## src/rtl/ecc_sd64_pkg.sv

```systemverilog
`timescale 1ns/1ps
package ecc_sd64_pkg;

   localparam int SD_DATA_W = 64;
   localparam int SD_PAR_W  = 8;

   // Syndrome produced when data bit k is the only bit in error.
   function automatic logic [7:0] data_syn(input int k);
      case (k)
         0:  return 8'hF4;  1: return 8'hF1;  2: return 8'hEC;  3: return 8'hEA;
         4:  return 8'hE9;  5: return 8'hE6;  6: return 8'hE5;  7: return 8'hE3;
         8:  return 8'hDC;  9: return 8'hDA; 10: return 8'hD9; 11: return 8'hD6;
         12: return 8'hD5; 13: return 8'hD3; 14: return 8'hCE; 15: return 8'hCB;
         16: return 8'hB5; 17: return 8'hB0; 18: return 8'hAD; 19: return 8'hAB;
         20: return 8'hA8; 21: return 8'hA7; 22: return 8'hA4; 23: return 8'hA2;
         24: return 8'h9D; 25: return 8'h9B; 26: return 8'h98; 27: return 8'h97;
         28: return 8'h94; 29: return 8'h92; 30: return 8'h8F; 31: return 8'h8A;
         32: return 8'h75; 33: return 8'h70; 34: return 8'h6D; 35: return 8'h6B;
         36: return 8'h68; 37: return 8'h67; 38: return 8'h64; 39: return 8'h62;
         40: return 8'h5E; 41: return 8'h5B; 42: return 8'h58; 43: return 8'h57;
         44: return 8'h54; 45: return 8'h52; 46: return 8'h4F; 47: return 8'h4A;
         48: return 8'h34; 49: return 8'h31; 50: return 8'h2C; 51: return 8'h2A;
         52: return 8'h29; 53: return 8'h26; 54: return 8'h25; 55: return 8'h23;
         56: return 8'h1C; 57: return 8'h1A; 58: return 8'h19; 59: return 8'h16;
         60: return 8'h15; 61: return 8'h13; 62: return 8'h0E; 63: return 8'h0B;
         default: return 8'h00;
      endcase
   endfunction

   // Data bits that feed parity bit j.
   function automatic logic [SD_DATA_W-1:0] par_mask(input int j);
      logic [SD_DATA_W-1:0] m;
      logic [7:0]           s;
      m = '0;
      for (int k = 0; k < SD_DATA_W; k++) begin
         s    = data_syn(k);
         m[k] = s[j];
      end
      return m;
   endfunction

endpackage

```

## src/rtl/ecc_sd64_parity.sv

```systemverilog
`timescale 1ns/1ps
module ecc_sd64_parity #(
   parameter int DATA_W = ecc_sd64_pkg::SD_DATA_W,
   parameter int PAR_W  = ecc_sd64_pkg::SD_PAR_W
) (
   input  logic [DATA_W-1:0] data,
   output logic [PAR_W-1:0]  par
);

   if (DATA_W != ecc_sd64_pkg::SD_DATA_W || PAR_W != ecc_sd64_pkg::SD_PAR_W) begin : g_bad_geom
      $error("ecc_sd64_parity: syndrome table fixes the geometry at 64+8");
   end

   for (genvar j = 0; j < PAR_W; j++) begin : g_par
      localparam logic [DATA_W-1:0] MASK = ecc_sd64_pkg::par_mask(j);
      assign par[j] = ^(data & MASK);
   end

endmodule

```

## src/rtl/ecc_sd64_locator.sv

```systemverilog
`timescale 1ns/1ps
module ecc_sd64_locator #(
   parameter int DATA_W = ecc_sd64_pkg::SD_DATA_W,
   parameter int PAR_W  = ecc_sd64_pkg::SD_PAR_W
) (
   input  logic [PAR_W-1:0]  syn,
   output logic [DATA_W-1:0] flip,
   output logic              corr,
   output logic              uncorr
);

   logic syn_nz;
   logic chk_hit;

   for (genvar k = 0; k < DATA_W; k++) begin : g_hit
      localparam logic [PAR_W-1:0] CODE = PAR_W'(ecc_sd64_pkg::data_syn(k));
      assign flip[k] = (syn == CODE);
   end

   assign syn_nz  = |syn;
   // A single-weight syndrome points at one check bit.
   assign chk_hit = syn_nz && ((syn & (syn - 1'b1)) == '0);
   assign corr    = (|flip) | chk_hit;
   assign uncorr  = syn_nz & ~corr;

endmodule

```

## src/rtl/ecc_sd64_codec.sv

```systemverilog
`timescale 1ns/1ps
module ecc_sd64_codec #(
   parameter int         DATA_W  = ecc_sd64_pkg::SD_DATA_W,
   parameter int         PAR_W   = ecc_sd64_pkg::SD_PAR_W,
   parameter logic [1:0] MODE_ON = 2'b11
) (
   input  logic                     clk,
   input  logic                     rst_n,
   input  logic [1:0]               mode,
   input  logic [DATA_W-1:0]        wr_data,
   input  logic [PAR_W-1:0]         wr_chk_keep,
   output logic [PAR_W-1:0]         wr_chk_out,
   input  logic                     rd_valid_in,
   input  logic [DATA_W+PAR_W-1:0]  rd_word,
   output logic                     rd_valid_out,
   output logic [DATA_W-1:0]        rd_data,
   output logic [PAR_W-1:0]         rd_syndrome,
   output logic                     rd_corr,
   output logic                     rd_uncorr
);

   localparam int CW_W = DATA_W + PAR_W;

   if (DATA_W != ecc_sd64_pkg::SD_DATA_W || PAR_W != ecc_sd64_pkg::SD_PAR_W) begin : g_bad_geom
      $error("ecc_sd64_codec: only the 64+8 geometry is defined");
   end

   logic              ecc_on;
   logic [PAR_W-1:0]  wr_par, wr_field;
   logic [DATA_W-1:0] rx_data;
   logic [PAR_W-1:0]  rx_par, rx_field_par, syn;
   logic [DATA_W-1:0] flip;
   logic              loc_corr, loc_uncorr;

   assign ecc_on = (mode == MODE_ON);

   // ---------------- write side ----------------
   ecc_sd64_parity #(.DATA_W(DATA_W), .PAR_W(PAR_W)) u_wr_par (
      .data (wr_data),
      .par  (wr_par)
   );

   // Codeword bit DATA_W+k carries parity bit PAR_W-1-k.
   for (genvar k = 0; k < PAR_W; k++) begin : g_wr_lane
      assign wr_field[k] = wr_par[PAR_W-1-k];
   end

   assign wr_chk_out = ecc_on ? wr_field : wr_chk_keep;

   // ---------------- read side ----------------
   assign rx_data = rd_word[DATA_W-1:0];

   ecc_sd64_parity #(.DATA_W(DATA_W), .PAR_W(PAR_W)) u_rd_par (
      .data (rx_data),
      .par  (rx_par)
   );

   for (genvar j = 0; j < PAR_W; j++) begin : g_rd_lane
      assign rx_field_par[j] = rd_word[CW_W-1-j];
   end

   assign syn = rx_par ^ rx_field_par;

   ecc_sd64_locator #(.DATA_W(DATA_W), .PAR_W(PAR_W)) u_locate (
      .syn    (syn),
      .flip   (flip),
      .corr   (loc_corr),
      .uncorr (loc_uncorr)
   );

   always_ff @(posedge clk or negedge rst_n) begin
      if (!rst_n) begin
         rd_valid_out <= 1'b0;
         rd_data      <= '0;
         rd_syndrome  <= '0;
         rd_corr      <= 1'b0;
         rd_uncorr    <= 1'b0;
      end else begin
         rd_valid_out <= rd_valid_in;
         rd_data      <= (ecc_on && loc_corr) ? (rx_data ^ flip) : rx_data;
         rd_syndrome  <= ecc_on ? syn : '0;
         rd_corr      <= rd_valid_in & ecc_on & loc_corr;
         rd_uncorr    <= rd_valid_in & ecc_on & loc_uncorr;
      end
   end

   // ---------------- assertions ----------------
   AST_WR_KEEP_IN_BYPASS: assert property (@(posedge clk) disable iff (!rst_n)
      (mode != MODE_ON) |-> (wr_chk_out == wr_chk_keep));
   AST_READ_LATENCY: assert property (@(posedge clk) disable iff (!rst_n)
      rd_valid_in |=> rd_valid_out);
   AST_ZERO_SYN_QUIET: assert property (@(posedge clk) disable iff (!rst_n)
      (rd_valid_out && rd_syndrome == '0) |-> (!rd_corr && !rd_uncorr));
   AST_CORR_NONZERO: assert property (@(posedge clk) disable iff (!rst_n)
      rd_corr |-> (rd_syndrome != '0));
   AST_UNCORR_RAW: assert property (@(posedge clk) disable iff (!rst_n)
      (rd_valid_in && ecc_on) |=> (rd_uncorr -> (rd_data == $past(rd_word[DATA_W-1:0]))));
   AST_BYPASS_RAW: assert property (@(posedge clk) disable iff (!rst_n)
      (rd_valid_in && !ecc_on) |=> (!rd_corr && !rd_uncorr && rd_syndrome == '0
                                    && rd_data == $past(rd_word[DATA_W-1:0])));
   AST_STROBE_EXCL: assert property (@(posedge clk) disable iff (!rst_n)
      !(rd_corr && rd_uncorr));
   AST_STROBE_NEEDS_VALID: assert property (@(posedge clk) disable iff (!rst_n)
      (rd_corr || rd_uncorr) |-> rd_valid_out);

endmodule

```

## config.mk

```make
export PLATFORM = sky130hd
export DESIGN_NAME = ecc_sd64_codec
export DESIGN_NICKNAME = d
export VERILOG_FILES = /design/src/rtl/ecc_sd64_pkg.sv /design/src/rtl/ecc_sd64_parity.sv /design/src/rtl/ecc_sd64_locator.sv /design/src/rtl/ecc_sd64_codec.sv
export SDC_FILE = /design/constraint.sdc
export NUM_CORES = 1
export LEC_CHECK = 0
export BUFFER_PORTS_ARGS = -buffer_cell sky130_fd_sc_hd__buf_2
export CORE_MARGIN = 2
export CORE_UTILIZATION = 40
export CTS_CLUSTER_DIAMETER = 40
export CTS_CLUSTER_SIZE = 12
export DETAILED_ROUTE_END_ITERATION = 7
export PLACE_DENSITY = 0.66
export SLEW_MARGIN = 0
export SYNTH_ARGS = -nofsm -noshare
export SYNTH_HDL_FRONTEND = slang
export SYNTH_SLANG_ARGS = --single-unit
```

## constraint.sdc

```tcl
create_clock -name clk -period 1.9 [get_ports clk]
set_input_delay 0.285 -clock clk [delete_from_list [all_inputs] [get_ports clk]]
set_output_delay 0.285 -clock clk [all_outputs]
set_load 0.02 [all_outputs]
```

==> results.tsv, run 1 <==
metric	value	unit
initial antenna violation count	0	
Post-Syn Area	7008	µm²
GPL Wtd Cong	0.9801	
via count	8463	
switching fraction of total power	48.89	%
Post-synth top cells	xnor2_1 (190), xor2_1 (98), dfrtp_1 (75), nor2_1 (70), nand2_1 (47)	
failing checks	setup timing	
Via density	5.691	
Nets	1406	
# rows	48	
Final setup viols	82	
CP top delay family	XOR/XNOR gates	
Switch Pwr	15.44	mW
worst setup margin	-1.722	ns
chip height	136.4	µm
prevailing post-synth register cell	dfrtp_1	
CP Cell Sequence	buf_6 > buf_6 > xnor3_2 > buf_6 > xor3_2 > xnor3_2 > nand2b_4 > a2111oi_4 > mux2i_2 > xnor2_2 > a2111oi_4 > nor4_2 > and4b_1	
worst vdd rail ir drop	1512	µV
sequential share of the synthesized area	26.78	%
dpl ws	-1.771	ns
asr flop ratio synth	100.0	%
final hold violations	0	
CTS root buf	clkbuf_16	
# H-tree levels	3	
final core utilization	82.70	%
Initial Util	40.66	%
Least-Margin Pin Slew	0.6918	ns
CP most frequent cell	buf_6	
TritonRoute pass-1 iters	5	
worst hold slack	0.07005	ns
placed cell areas	10520	µm²
drt wl/cell	25.90	µm
Worst path slowest cell	xor3_2	
Bufs on Longest Clock Path	2	
Worst Setup End Kind	register	
leakage	6.577	nW
number of max-cap violations	0	
synth top area cells	dfrtp_1 (27%), xnor2_1 (24%), xor2_1 (12%)	
top cell type's share of synthesized area	26.78	%
Tmin final	3.622	ns
Critical Path AT	3.91	ns
Combinational Power Share	88.4	%
Critical Path RT	2.19	ns
top fanout value on the critical path	4	
unique cell type count in the Yosys netlist	61	
leading area contributor after synthesis	dfrtp_1	
drt drc	0	
core area	17240	µm²
clock share of power	5.8	%
syn nets	845	
synth warn	0	
Worst-path clk slew	0.07	ns
first-pass GRT wire length	43040	µm
largest net degree at the start of global routing	50	
final worst-path cycle share	190.6	%
post-synthesis cell count	696	
Ant. Diodes	0	
clock sink total	75	
design area	14250	µm²
Worst Setup Start Kind	input port	
Final Max Tran Viols	0	
I/O pin count	232	
Cell Pwr Density	2216	nW/µm²
run status	finished with violations	
share of post-route cells with drive strength above 1	69.49	%
die area	18590	µm²
Int Pwr	16.14	mW
Max Fclk	276.1	MHz
Slew HR	53.53	%
GRT Overall Usage	31.24	%
largest stage delay on the critical path	0.55	ns
# fillers	784	
hpwl dp	20590	µm
total wire length	38510	µm
Sequential Power Share	5.8	%
antenna-violating nets left	0	
Avg Cell Area, Syn	10.07	µm²
synth-to-layout area growth	103.4	%
Die Wd	136.4	µm
total CTS buffers	9	
Hold Crit Class	input port to register	
number of synthesized flops with an enable pin	0	
category of the most critical setup path	input port to register	
total gr overflow	0	
initial drt markers	811	
RSZ-0062 raised after global routing	yes	
CTS tree	yes	
Yosys reg bits	75	
count leader, synth	xnor2_1	
vias in the first global route	7739	
PortBufs	231	
Buf+Inv Stages, Crit Path	3	
-- cell families after synthesis --
family | synth area share (%)
buffers and inverters | 1.285
xor gates and xnor gates | 51.47
muxes | 0.4285
AOI/OAI and AO/OA | 7.267
DFF | 26.78
and+or+nand+nor | 12.77
-- power groups by stage --
stage	Clock [mW]	Combinational, mW	Sequential (mW)
floorplan	0	9.18	2.07
global placement	0	16.6	1.85
detailed placement	0	16.5	1.84
CTS	1.82	21.7	1.81
global route	1.90	28.4	1.83
finish	1.83	27.9	1.82
-- stage by stage --
| step | cells | setup TNS, ns | total power [mW] |
|---|---|---|---|
| final | 1487 | -80.74 | 31.58 |
| after global routing | 1487 | -82.14 | 32.14 |
| after CTS | 1444 | -59.91 | 25.31 |
| after detailed placement | 1378 | -93.58 | 18.36 |
| after global placement | 1378 | -93.99 | 18.49 |
| after floorplan | 696 | -45.61 | 11.25 |
-- repair_timing --
action                                  in CTS  in global routing
hold buffers                                 1                  0
endpoints found under the setup margin      82                 82
buffers inserted                            53                 52
endpoints found under the hold margin       26                  0
pin swaps                                  113                165
gates resized for setup                    252                278
-- worst paths after layout --
path                        startpoint              to  slack (ns)  cells after the start
worst max-delay path       rd_word[10]       rd_uncorr       -1.72                     13
worst min-delay path       rd_valid_in    rd_valid_out        0.07                      1
max in group asynchronous        rst_n  rd_syndrome[7]        0.89                      3
min in group asynchronous        rst_n     rd_data[43]        0.39                      2
-- flip-flops by register name (all words and copies together), names as in the netlist --
register	flops
rd_data	64
rd_syndrome	8
rd_corr	1
rd_uncorr	1
rd_valid_out	1
-- layout make-up --
type | instances | area, µm² | share of cell area (%)
timing repair buffer | 564 | 4453 | 31.24
inverter | 4 | 22.52 | 0.1580
clock inverter | 6 | 72.57 | 0.5091
multi-input combinational | 603 | 7320 | 51.35
tap | 225 | 281.5 | 1.975
clock buffer | 10 | 229.0 | 1.606
sequential | 75 | 1877 | 13.17
-- metal layers --
layer / vias to the layer above / part of all wire (%) / global-route usage, %
li1: 3447 / - / -
met1: 4129 / 34 / 35.86
met2: 635 / 49 / 55.08
met3: 252 / 8.2 / 5.705
met4: 0 / 8.8 / 16.55
met5: - / 0 / 0
-- cells in the final DEF (no fill, tap or decap), types with 9 or more instances in the layout --
master | synthesis | final
buf_2 | 4 | 175
buf_12 | 0 | 13
xnor2_4 | 5 | 31
nand2_8 | 0 | 11
nor3_1 | 31 | 15
buf_6 | 1 | 99
buf_8 | 0 | 16
nor2_2 | 1 | 27
xnor2_2 | 9 | 70
buf_4 | 0 | 260
xnor2_1 | 190 | 103
xor2_4 | 1 | 9
nand2_1 | 47 | 24
dfrtp_1 | 75 | 75
xnor3_2 | 8 | 17
xor2_2 | 3 | 13
nor3_4 | 0 | 19
xor2_1 | 98 | 80
clkbuf_16 | 0 | 9
xnor3_1 | 18 | 9
nor2_4 | 0 | 38
(Power assumes the default switching activity.)
==> run 2, diff against run 1 <==
Settings changed: SETUP_SLACK_MARGIN set to 0.05.
==> run 2 against run 1 <==
Against the previous run:
- the run still ends with setup timing left
- cell count shrank 1.1%
- non-clock buffer count down 18
- die area is the same
- first-iteration DRC count is 39% lower
- global-route usage increased by 0.92 points
- maximum frequency rose by 5.1%
- critical path depth increased by 1
- highest routed layer unchanged
- combinational power fell by 7%
- clock-buffer cell count is 1 lower
- core utilization shrank 1.3 points
==> results.tsv, run 2 (synthesis gave the netlist of run 1 again) <==
metric	value	unit
Tmin final	3.446	ns
total gr overflow	0	
Die Wd	136.4	µm
CP Cell Sequence	buf_8 > xor2_2 > xnor3_1 > xnor3_4 > xnor2_4 > buf_4 > nor3_1 > buf_4 > nor3_1 > a2111oi_0 > a211oi_1 > o211ai_1 > nor4_2 > and4b_1	
Ant. Diodes	0	
Worst Setup Start Kind	input port	
Max Fclk	290.2	MHz
Switch Pwr	14.47	mW
switching fraction of total power	48.65	%
Worst-path clk slew	0.07	ns
Critical Path RT	2.15	ns
TritonRoute pass-1 iters	5	
clock sink total	75	
share of post-route cells with drive strength above 1	69.40	%
# rows	48	
worst setup margin	-1.546	ns
hpwl dp	20420	µm
clock share of power	6.6	%
Hold Crit Class	input port to register	
I/O pin count	232	
GPL Wtd Cong	0.9861	
Critical Path AT	3.70	ns
Final setup viols	81	
Bufs on Longest Clock Path	2	
antenna-violating nets left	0	
Top reg by flops	rd_data	
largest stage delay on the critical path	0.55	ns
routed wl met3	2865	µm
Int Pwr	15.27	mW
# fillers	840	
initial drt markers	498	
CTS root buf	clkbuf_16	
worst vdd rail ir drop	1471	µV
first-pass GRT wire length	44600	µm
run status	finished with violations	
Least-Margin Pin Slew	0.6911	ns
most common cell after layout, fill and taps aside	buf_4	
drt drc	0	
# H-tree levels	3	
max reg flops	64	
vias in the first global route	7995	
Worst path slowest cell	a2111oi_0	
Combinational Power Share	87.3	%
PortBufs	231	
final hold violations	0	
Final Max Tran Viols	0	
Slew HR	52.73	%
total CTS buffers	9	
Worst Setup End Kind	register	
number of max-cap violations	0	
Regs by FF count	rd_data x64, rd_syndrome x8	
commonest cells after routing, fill and taps aside	buf_4 (240), buf_2 (175), buf_6 (103), xnor2_1 (97), xor2_1 (81)	
failing checks	setup timing	
Via density	5.496	
largest net degree at the start of global routing	48	
final worst-path cycle share	181.3	%
Initial Util	40.66	%
Multi-input gate area	7241	µm²
Sequential Power Share	6.1	%
placed cell areas	10540	µm²
max layer used	met4	
initial antenna violation count	0	
leakage	6.515	nW
design area	14030	µm²
RSZ-0062 raised after global routing	yes	
drt wl/cell	24.64	µm
chip height	136.4	µm
CTS tree	yes	
DRT met1 WL	12170	µm
core area	17240	µm²
die area	18590	µm²
GRT Overall Usage	32.16	%
category of the most critical setup path	input port to register	
FF/Latch Area	1877	µm²
Pwr Total	29.74	mW
met2 WL post-DR	18200	µm
Cell Pwr Density	2119	nW/µm²
synth-to-layout area growth	100.3	%
top fanout value on the critical path	6	
total wire length	36220	µm
via count	8079	
Nets	1389	
[run 2: final timing paths]
kind / startpoint / endpoint / slack [ns] / cells past startpoint
worst max-delay path: rd_word[11] / rd_uncorr / -1.55 / 14
max in group asynchronous: rst_n / rd_data[2] / 0.88 / 3
min in group asynchronous: rst_n / rd_data[36] / 0.41 / 2
worst min-delay path: rd_valid_in / rd_valid_out / 0.06 / 1
[run 2: worst max-delay path, delay by kind of cell]
family                    cells  cell delay, ns
buffers and inverters         3            0.48
and+or+nand+nor               4            0.68
xor gates and xnor gates      4            1.30
AOI/OAI and AO/OA             3            0.94
[run 2: what timing repair did]
action / 4_1_cts / 5_1_grt
cloned: 1 / 0
pin swaps: 154 / 137
hold endpoints to repair: 28 / 0
resized for setup: 355 / 166
hold buffers: 1 / 0
endpoints found under the setup margin: 82 / 82
buffers inserted: 58 / 30
[run 2: power by group through the flow]
stage / clock [mW] / combinational [mW] / sequential [mW]
after CTS: 1.95 / 22.3 / 1.81
after floorplan: 0 / 9.23 / 2.07
final: 1.96 / 26.0 / 1.82
after detailed placement: 0 / 16.6 / 1.84
after global routing: 2.04 / 26.7 / 1.83
after global placement: 0 / 16.8 / 1.84
[run 2: through the flow]
step / TNS, ns / setup slack (ns) / cells / util (%) / hold slack [ns]
floorplan: -45.49 / -1.184 / 696 / - / -0.01059
global placement: -90.96 / -1.801 / 1376 / 61.14 / 0.2459
detailed placement: -91.20 / -1.768 / 1376 / 61.14 / 0.2503
CTS: -60.08 / -1.275 / 1447 / 75.53 / 0.05552
global route: -73.86 / -1.656 / 1470 / 81.42 / 0.07510
finish: -69.49 / -1.546 / 1470 / 81.42 / 0.06492
[run 2: area by class of cell]
class                      count  area share (%)
timing repair buffer         546           30.59
clock inverter                 7          0.7043
inverter                       4          0.1248
multi-input combinational    604           51.60
clock buffer                   9           1.605
tap                          225           2.006
sequential                    75           13.37
[run 2: routing by layer]
metal	track usage, %	vias up
met5	0	-
met4	16.44	0
met3	5.332	186
met2	56.84	535
met1	37.41	3945
li1	-	3413
